===== src/rtl/dmarq_pkg.sv =====
package dmarq_pkg;
  typedef enum logic {
    DIR_RX = 1'b0,
    DIR_TX = 1'b1
  } xfer_dir_e;

  localparam int unsigned WORD_BYTES = 4;
endpackage


===== src/rtl/dmarq_ctrl.sv =====
module dmarq_ctrl
  import dmarq_pkg::*;
(
  input  logic      clk,
  input  logic      rst,
  input  logic      wr,
  input  logic      en_in,
  input  logic      dir_in,
  input  logic      stb,
  input  logic      stb_dir,
  input  logic      mid_word,
  output logic      en,
  output xfer_dir_e dir,
  output logic      count_ok,
  output logic      err
);
  logic dir_match;

  assign dir_match = (stb_dir == dir);
  assign count_ok  = en && stb && dir_match && !wr;

  always_ff @(posedge clk) begin
    if (rst) begin
      en  <= 1'b0;
      dir <= DIR_RX;
      err <= 1'b0;
    end else if (wr) begin
      en  <= en_in;
      dir <= xfer_dir_e'(dir_in);
      err <= 1'b0;
    end else if (en && stb && !dir_match && mid_word) begin
      err <= 1'b1;
    end
  end
endmodule


===== src/rtl/dmarq_counter.sv =====
module dmarq_counter #(
  parameter int unsigned BYTES = 4,
  localparam int unsigned CW   = (BYTES > 1) ? $clog2(BYTES) : 1
) (
  input  logic          clk,
  input  logic          rst,
  input  logic          clr,
  input  logic          inc,
  output logic [CW-1:0] cnt,
  output logic          wrap
);
  localparam logic [CW-1:0] LAST = CW'(BYTES - 1);

  assign wrap = inc && (cnt == LAST);

  always_ff @(posedge clk) begin
    if (rst || clr) begin
      cnt <= '0;
    end else if (inc) begin
      if (cnt == LAST) cnt <= '0;
      else             cnt <= cnt + 1'b1;
    end
  end
endmodule


===== src/rtl/dmarq_reqgen.sv =====
module dmarq_reqgen (
  input  logic clk,
  input  logic rst,
  input  logic clr,
  input  logic inc,
  input  logic word_done,
  input  logic rdy,
  output logic req
);
  logic pend;

  always_ff @(posedge clk) begin
    if (rst || clr) begin
      pend <= 1'b0;
      req  <= 1'b0;
    end else begin
      if (word_done) begin
        pend <= 1'b1;
      end else if (pend && rdy) begin
        pend <= 1'b0;
        req  <= 1'b1;
      end
      if (inc && req) req <= 1'b0;
    end
  end
endmodule


===== src/rtl/dmarq_top.sv =====
module dmarq_top
  import dmarq_pkg::*;
#(
  parameter int unsigned BYTES = WORD_BYTES
) (
  input  logic clk,
  input  logic rst,
  input  logic ctl_wr,
  input  logic ctl_en_in,
  input  logic ctl_dir_in,
  input  logic hb_stb,
  input  logic hb_dir,
  input  logic dn_rdy,
  output logic dma_req,
  output logic stat_dreq,
  output logic cfg_en,
  output logic cfg_dir,
  output logic err_flag
);
  localparam int unsigned CW = (BYTES > 1) ? $clog2(BYTES) : 1;

  xfer_dir_e     dir_q;
  logic          count_ok;
  logic          wrap;
  logic [CW-1:0] cnt;
  logic          clr;

  assign clr = ctl_wr || !cfg_en;

  dmarq_ctrl u_ctrl (
    .clk      (clk),
    .rst      (rst),
    .wr       (ctl_wr),
    .en_in    (ctl_en_in),
    .dir_in   (ctl_dir_in),
    .stb      (hb_stb),
    .stb_dir  (hb_dir),
    .mid_word (cnt != '0),
    .en       (cfg_en),
    .dir      (dir_q),
    .count_ok (count_ok),
    .err      (err_flag)
  );

  dmarq_counter #(.BYTES(BYTES)) u_cnt (
    .clk  (clk),
    .rst  (rst),
    .clr  (clr),
    .inc  (count_ok),
    .cnt  (cnt),
    .wrap (wrap)
  );

  dmarq_reqgen u_req (
    .clk       (clk),
    .rst       (rst),
    .clr       (clr),
    .inc       (count_ok),
    .word_done (wrap),
    .rdy       (dn_rdy),
    .req       (dma_req)
  );

  assign cfg_dir   = dir_q;
  assign stat_dreq = dma_req;
endmodule


===== config.mk =====
export PLATFORM = sky130hd
export DESIGN_NAME = dmarq_top
export DESIGN_NICKNAME = d
export VERILOG_FILES = /design/src/rtl/dmarq_pkg.sv /design/src/rtl/dmarq_ctrl.sv /design/src/rtl/dmarq_counter.sv /design/src/rtl/dmarq_reqgen.sv /design/src/rtl/dmarq_top.sv
export SDC_FILE = /design/constraint.sdc
export NUM_CORES = 1
export LEC_CHECK = 0
export BUFFER_PORTS_ARGS = -buffer_cell sky130_fd_sc_hd__buf_2
export CAP_MARGIN = 0
export CORE_AREA = 3 3 40 42
export CTS_CLUSTER_DIAMETER = 80
export DETAILED_ROUTE_END_ITERATION = 6
export DIE_AREA = 0 0 43 45
export HOLD_SLACK_MARGIN = 0.08
export PLACE_DENSITY = 0.44
export SLEW_MARGIN = 10
export SYNTH_ARGS = -nofsm -noshare
export SYNTH_HDL_FRONTEND = slang
export SYNTH_SLANG_ARGS = --single-unit
export TNS_END_PERCENT = 5

===== constraint.sdc =====
create_clock -name clk -period 1.1 [get_ports clk]
set_input_delay 0.11 -clock clk [delete_from_list [all_inputs] [get_ports clk]]
set_output_delay 0.11 -clock clk [all_outputs]
set_load 0.05 [all_outputs]

==> results.cfg, run 1 <==
[global_route]
grtUsageTotal_pct = 8.909
antenna_found_initial = 0
grt-ovfl-total = 0
grt_max_degree = 5
grt_pass1_vias = 321
grt_pass1_wl_mm = 1.262

[pwr]
peakVddDrop_mv = 0.4510
p_leak_nw = 0.2345
powerDensity_mw_per_mm2 = 1131

[timing]
finalMaxSlewViolations = 0
max-slew-margin-rel_pct = 83.44
finalClockSkew_ns = 0.0001866
timing.final.crit_period_ns = 1.179
tightest_slew_ns = 0.2502
fin_ws_ns = -0.07932
hold_viol = 0
rsz0062_at_grt = yes
finalSetupViolCount = 1
fin_crit_sh_pct = 107.2
fmax_ghz = 0.8479

[cells_and_area]
num_antenna_cells = 0
syn_to_final_growth_pct = 52.83
final_net_count = 69
fin_area_sq_um = 506.7
layout_common_cells = buf_2, buf_4, inv_1
final_common_cell = buf_2
layoutNonFillerInstCount = 73
final_util_pct = 39.44
drive_above_1_share_pct = 44.83

[floorplanning]
die_y_um = 45
initial_utilization_pct = 25.80
core_area_sq_mm = 0.001285
die-width_um = 43
rows = 13
ioPinCount = 13
die-area_sq_mm = 0.001935

[route]
wirelength_um = 734
firstDrtPassIters = 2
vias = 326
drc = 0
vias_per_cell = 4.466
wl_per_cell_um = 10.05
postRouteAntennaNets = 0
drt_iter0_drc = 3

[placement]
placed_cell_area_sq_um = 452.9
post-place-cells = 68
port-buffer-count = 12
place_ws_ns = -0.1060
globalplace.congestion = 0.7487

[logic_synthesis]
post_synth.cell_area_avg_sq_um = 9.210
ys_ff_latch = 7
synth_nets = 46
synth_cells = 36
synth_cell_types = 19
ys_seq_area_share_pct = 42.26
synth_area_sq_um = 331.6
yosys_warnings = 0

[critical_path]
worstSetupStartpointType = flip-flop
endpoint_kind = flip-flop
max_stage_delay_ns = 0.50
crit_fanout = 2
crit_type = reg2reg
worstRegToRegCells = 3
slowest_stage = or4_1
r2r_start = u_cnt.cnt[0]
r2r_end = u_cnt.cnt[0]
cp-endpoint = u_cnt.cnt[0]
cp.arrival_ns = 1.36
rrSetupSlack_ns = -0.08
cp.required_ns = 1.28
path_cells = ha_4, or4_1, a21boi_1
cp-startpoint = u_cnt.cnt[0]

[clock_tree]
clk_pin_slew_ns = 0.05
cts_sinks = 7
clk_latency_ns = 0.25
htree_levels = 1
clockBufferDepth = 2
cts_inserted_buffers = 3
cts_tree = done
post_cts_buffers = 0
clockRootBuffer = clkbuf_4

[status]
outcome = finished with violations
violations = setup timing

[min_path]
hp-class = in2reg

[job]
maxCapViolations = 0
per-layer routing:
metal	global-route usage, %	wire, um	vias up
met5	0	0	-
met4	5.422	4	0
met3	3.586	45	2
met2	16.47	386	9
met1	8.193	298	145
li1	-	-	170
worst min-delay path by stage:
stage	cells after the start	to	startpoint	slack [ns]
detailed placement	2	u_ctrl.dir	rst	0.32
global placement	2	u_ctrl.en	rst	0.31
finish	2	u_ctrl.err	ctl_wr	0.09
floorplan	1	u_ctrl.dir	rst	0.17
CTS	2	u_ctrl.err	ctl_wr	0.09
global route	2	u_ctrl.err	ctl_wr	0.09
state kept, by name, summed over array words and instances (netlist names):
register and count:
u_req.pend 1, u_ctrl.err 1, u_cnt.cnt 2, u_ctrl.en 1, u_ctrl.dir 1, u_req.req 1
worst max-delay path, delay by kind of cell, from the launching register on:
kind / cells / cell delay [ns]
flip-flops: 1 / 0.33
AO/OA/AOI/OAI: 1 / 0.13
AND/OR/NAND/NOR: 1 / 0.50
adder cells (fa/ha/maj): 1 / 0.16
where the power goes:
group	switching (mW)	internal, mW	leakage, nW
Combinational	0.0441	0.0360	0.161
Sequential	0.00363	0.258	0.0588
Clock	0.0930	0.138	0.0150
Total	0.141	0.433	0.234
cell type report:
class	instances	area [sq um]
fillers	145	778.2
well taps	15	18.77
flip-flops and latches	7	147.6
multi-input cells	23	177.7
inverters	5	18.77
repair buffers	19	117.6
clock buffers	4	26.28
timing repair:
item | in CTS | in global routing
gates resized for setup | 4 | 2
hold buffers | 1 | 0
setup endpoints to repair | 1 | 5
pin swaps | 1 | 1
endpoints found under the hold margin | 3 | 0
kinds of logic after synthesis:
group / Yosys count / share of synthesized area [%]
AO/OA/AOI/OAI: 7 / 14.34
AND/OR/NAND/NOR: 10 / 16.60
adder cells (fa/ha/maj): 2 / 7.546
buffers and inverters: 6 / 7.926
flip-flops: 7 / 42.26
XOR/XNOR: 2 / 5.284
multiplexers: 2 / 6.038
cells in the mapped netlist, drive strengths merged:
library cell	n	area, sq um
a41oi	1	8.760
or4	1	7.510
xnor2	1	8.760
nor2	3	11.26
nor2b	1	6.260
a21boi	2	15.02
nor3	2	10.01
nand3	1	5.000
nor3b	2	15.01
xor2	1	8.760
a32oi	1	8.760
mux2i	2	20.02
buf	1	7.510
o21ai	2	10.01
dfxtp	7	140.1
inv	5	18.77
a21oi	1	5.000
ha	2	25.02
metrics by stage:
step	setup TNS (ns)	power (mW)	hold slack (ns)
finish	-0.07932	0.5734	0.09459
global route	-0.1486	0.6117	0.08931
CTS	-0.1015	0.5808	0.09080
detailed placement	-0.1060	0.3439	0.3205
global placement	-0.06362	0.3426	0.3088
floorplan	-0.08089	0.3051	0.1727
Power figures use the tool's default switching activity.
==> run 2: changes to the inputs <==
- SETUP_SLACK_MARGIN: not set -> 0.5
- SYNTH_HIERARCHICAL: not set -> 1
==> results.cfg, run 2 <==
[status]
outcome = finished with violations
violations = setup timing

[cells_and_area]
num_antenna_cells = 0
largest_reg_flops = 2
regArea_sq_um = 148.9
drive_above_1_share_pct = 53.57
final_common_cell = buf_2
fin_area_sq_um = 568.0
top_register = u_cnt/cnt
multi_input_area_sq_um = 215.2
layout_common_cells = buf_2, buf_4, nor2_1
final_net_count = 66
syn_to_final_growth_pct = 70.68
fillCellCount = 129

[global_route]
grt_max_degree = 7
grt_pass1_vias = 346
grt-ovfl-total = 0
antenna_found_initial = 0
grtUsageTotal_pct = 9.159
grt_pass1_wl_mm = 1.283

[logic_synthesis]
muxShareOfSynthArea_pct = 6.015
synth_edf_count = 0
synth_area_sq_um = 332.8
post-synth-top-area-fraction_pct = 42.11
synth_flop_cell = dfxtp_1
synth_area_leader_cell = dfxtp_1
synthTopCellsByArea = dfxtp_1, o21a_1, mux2i_1
post-synth-top-count-cell = dfxtp_1
synth_cell_types = 19
synth_nets = 43
synth_compound_area_share_pct = 12.03
ys_ff_latch = 7
ys_top_cells_by_count = dfxtp_1, nor2_1, o21a_1
synthSimpleGateAreaFrac_pct = 31.20
ys_seq_area_share_pct = 42.11
yosys_warnings = 6
synth_xor_area_share_pct = 2.632
post_synth.cell_area_avg_sq_um = 9.789
synth_cells = 34
synthArstFlopShare_pct = 0
yosys.area_share.adder_pct = 3.759
synth_top_family_by_area = simple AND/OR/NAND/NOR gates

[route]
wirelength_um = 741
drt_iter0_drc = 2
wl_per_cell_um = 10.44
firstDrtPassIters = 4
postRouteAntennaNets = 0
vias_per_cell = 4.493
drc = 0
vias = 319

[floorplanning]
initial_utilization_pct = 25.90
die-width_um = 43
core_area_sq_mm = 0.001285
die-area_sq_mm = 0.001935
rows = 13
die_y_um = 45
ioPinCount = 13

[clock_tree]
cts_tree = done
cts_sinks = 7
clockRootBuffer = clkbuf_4
clk_pin_slew_ns = 0.05
holdBufCountCts = 0
clk_latency_ns = 0.25
cts_inserted_buffers = 3
clockBufferDepth = 2
htree_levels = 1

[job]
maxCapViolations = 0

[timing]
finalClockSkew_ns = 0.002726
hold_viol = 0
timing.final.crit_period_ns = 1.305
fmax_ghz = 0.7664
finalSetupViolCount = 3
rsz0062_at_grt = yes
fin_crit_sh_pct = 118.6
finalMaxSlewViolations = 0
max-slew-margin-rel_pct = 90.70
fin_ws_ns = -0.2048
tightest_slew_ns = 0.1356

[pwr]
p_seq_share_pct = 44.8
combPwrFrac_pct = 15.2
peakVddDrop_mv = 0.6460
swShare_pct = 24.18
clkPwrFrac_pct = 40.0
fin_total_pwr_uw = 582.7
p_leak_nw = 0.2496
p_sw_uw = 140.9
powerDensity_mw_per_mm2 = 1026
p_int_uw = 441.8

[critical_path]
crit_fanout = 4
cp_top_family = simple AND/OR/NAND/NOR gates
cp.required_ns = 1.27
crit_type = reg2reg
path_cells = xnor2_4, and3_4, or3b_1, a211oi_2
cp.arrival_ns = 1.47
worstSetupStartpointType = flip-flop
slowest_stage = dfxtp_4
worst-path-buf-inv = 0
endpoint_kind = flip-flop
max_stage_delay_ns = 0.36

[min_path]
hp-class = in2reg

[placement]
port-buffer-count = 12
placed_cell_area_sq_um = 483.0
globalplace.congestion = 0.6202
dp_hpwl_um = 619.2
-- run 2: cell types whose count changed in the layout (fill, tap and decap cells not counted), moves of 3 or more --
cell,delta
buf_2,-4
buf_6,+3
o21a_1,+3
inv_1,-5
buf_8,+3
-- run 2: cell type report --
| type | count | area share (%) |
|---|---|---|
| multi-input combinational | 26 | 37.89 |
| clock buffer | 4 | 4.626 |
| sequential | 7 | 26.21 |
| tap | 15 | 3.304 |
| timing repair buffer | 19 | 27.97 |
-- run 2: tightest hold or removal path: stages --
cell     delay [ns]
buf_2          0.08
a21oi_1        0.05
nor2_1         0.08
-- run 2: kinds of logic (layout without fill, tap and decap cells) --
logic type,Yosys count,count (layout)
adders and majority gates,1,1
DFF,7,7
xor gates and xnor gates,1,1
muxes,2,2
buffers and inverters,1,23
AOI/OAI and AO/OA,5,5
and+or+nand+nor,17,17
-- run 2: path summary, 6_finish.rpt --
kind | startpoint | to | slack [ns] | cells past startpoint
setup / recovery | u_ctrl/dir | u_cnt/cnt[0] | -0.20 | 4
hold / removal | ctl_en_in | u_ctrl/en | 0.10 | 3
setup reg to reg | u_ctrl/dir | u_cnt/cnt[0] | -0.20 | 4
hold reg to reg | u_ctrl/err | u_ctrl/err | 0.49 | 1
-- run 2: power by group through the flow --
stage	combinational, mW	clock, mW	sequential [mW]
2_1_floorplan	0.0201	0	0.280
3_3_place_gp	0.0710	0	0.264
3_5_place_dp	0.0728	0	0.265
4_1_cts	0.0843	0.242	0.260
5_1_grt	0.0943	0.266	0.261
6_report	0.0887	0.233	0.261
-- run 2: routing by layer --
metal  share of wire (%)  global-route usage [%]  vias up
li1                    -                       -      162
met1                  36                   8.434      147
met2                  57                   16.77        8
met3                 6.1                   2.789        2
met4                0.81                   7.229        0
met5                   0                       0        -
-- run 2: stage by stage --
stage	instances	setup WS (ns)	util [%]	hold WS, ns	setup TNS, ns
floorplan	34	-0.2837	-	0.1727	-0.6220
global placement	67	-0.1986	37.59	0.3409	-0.4270
detailed placement	67	-0.2247	37.59	0.3556	-0.5106
CTS	71	-0.2334	43.33	0.09434	-0.5335
global route	71	-0.2644	44.21	0.1076	-0.6484
finish	71	-0.2048	44.21	0.1018	-0.4451
-- run 2: what timing repair did --
item | 4_1_cts | 5_1_grt
buffers inserted | 0 | 0
resized for setup | 15 | 1
cloned | 0 | 0
setup endpoints to repair | 12 | 12
pin swaps | 2 | 3
==> run 3: changes to the inputs <==
- SKIP_LAST_GASP: not set -> 1
==> results.cfg, run 3 (synthesized netlist as in run 2, its figures left out) <==
[status]
outcome = finished with violations
violations = setup timing

[critical_path]
worstRegToRegCells = 4
r2r_start = u_ctrl/dir
crit_fanout = 4
cp-endpoint = u_cnt/cnt[0]
cp.required_ns = 1.27
cp-startpoint = u_ctrl/dir
cp.arrival_ns = 1.47
crit_type = reg2reg
r2r_end = u_cnt/cnt[0]
endpoint_kind = flip-flop
worstSetupStartpointType = flip-flop
rrSetupSlack_ns = -0.20

[timing]
max-slew-margin-rel_pct = 83.37
hold_ws_ns = 0.1020
finalClockSkew_ns = 0.002380
hold_viol = 0
finalSetupViolCount = 3
fmax_ghz = 0.7698
rsz0062_at_grt = yes
fin_crit_sh_pct = 118.1
tightest_slew_ns = 0.2512
finalMaxSlewViolations = 0
fin_ws_ns = -0.1991
timing.final.crit_period_ns = 1.299
final.setup.tns_ns = -0.4275

[cells_and_area]
top_register = u_cnt/cnt
largest_reg_flops = 2
final_net_count = 66
syn_to_final_growth_pct = 53.01
num_antenna_cells = 0
final_util_pct = 39.63
fin_area_sq_um = 509.2
layout_common_cells = buf_2, buf_4, dfxtp_1, nor2_1
drive_above_1_share_pct = 51.79
final_common_cell = buf_2

[floorplanning]
ioPinCount = 13
die-area_sq_mm = 0.001935
core_area_sq_mm = 0.001285
rows = 13
die_y_um = 45
die-width_um = 43
initial_utilization_pct = 25.90

[clock_tree]
clk_pin_slew_ns = 0.05
htree_levels = 1
cts_tree = done
clk_latency_ns = 0.25
post_cts_buffers = 0
cts_sinks = 7
holdBufCountCts = 0
cts_inserted_buffers = 3
clockRootBuffer = clkbuf_4
clockBufferDepth = 2

[placement]
placed_cell_area_sq_um = 483.0
dp_hpwl_um = 619.2
globalplace.congestion = 0.6202
port-buffer-count = 12

[pwr]
p_leak_nw = 0.2397
fin_total_pwr_uw = 563.3
powerDensity_mw_per_mm2 = 1106
peakVddDrop_mv = 0.6666

[global_route]
met1_usage_pct = 8.434
antenna_found_initial = 0
grt_pass1_vias = 330
grt_max_degree = 7
top_usage_layer = met2
grt-ovfl-total = 0
grtUsageTotal_pct = 8.576
grt_pass1_wl_mm = 1.200
grtUsageMet3_pct = 2.390
grtUsageMet2_pct = 14.97

[route]
drt_iter0_drc = 2
wirelength_um = 711
vias = 315
postRouteAntennaNets = 0
wl_per_cell_um = 10.01
vias_per_cell = 4.437
firstDrtPassIters = 4
drc = 0

[job]
maxCapViolations = 0

[min_path]
hp-class = in2reg
==> run 3: changes by cell type in the layout (fill, tap and decap cells not counted) <==
cell	change
buf_2	+5
buf_4	+1
buf_6	-3
buf_8	-3
dfxtp_1	+1
dfxtp_2	-1
xnor2_2	+1
xnor2_4	-1
==> run 3: what timing repair did <==
action | 4_1_cts | 5_1_grt
gates resized for setup | 0 | 0
pin swaps | 1 | 2
setup endpoints to repair | 12 | 12
==> run 3: worst min path at each step <==
| stage | startpoint | endpoint | cells past startpoint |
|---|---|---|---|
| CTS | ctl_en_in | u_ctrl/en | 3 |
| floorplan | rst | u_ctrl/dir | 1 |
| detailed placement | ctl_en_in | u_ctrl/en | 3 |
| global route | ctl_en_in | u_ctrl/en | 3 |
| finish | ctl_en_in | u_ctrl/en | 3 |
| global placement | ctl_en_in | u_ctrl/en | 3 |
==> run 3: cell type report <==
type                       instances  area, sq um
fill                             134        775.7
tap                               15        18.77
sequential                         7        147.6
timing repair buffer              19        112.6
clock buffer                       4        26.28
multi-input combinational         26        203.9
==> run 3: critical path, stage by stage (launching register included) <==
cell	delay, ns
dfxtp_4	0.35
xnor2_2	0.13
and3_4	0.21
or3b_1	0.35
a211oi_2	0.18
==> run 3: through the flow <==
stage | cells | setup slack (ns)
floorplan | 34 | -0.2837
global placement | 67 | -0.1986
detailed placement | 67 | -0.2247
CTS | 71 | -0.2334
global route | 71 | -0.2749
finish | 71 | -0.1991
==> run 3: per-layer routing <==
metal	share of wire (%)	wire length [um]	vias to the layer above
li1	-	-	161
met1	39	280	144
met2	54	386	8
met3	5.2	37	2
met5	0	0	-
met4	0.84	6	0
==> run 3: power by group <==
| group | internal, mW | leakage (nW) | total [mW] | switching, mW |
|---|---|---|---|---|
| logic | 0.0336 | 0.167 | 0.0718 | 0.0382 |
| clock network | 0.138 | 0.0150 | 0.233 | 0.0941 |
| registers | 0.256 | 0.0581 | 0.259 | 0.00293 |
| total | 0.428 | 0.240 | 0.563 | 0.135 |
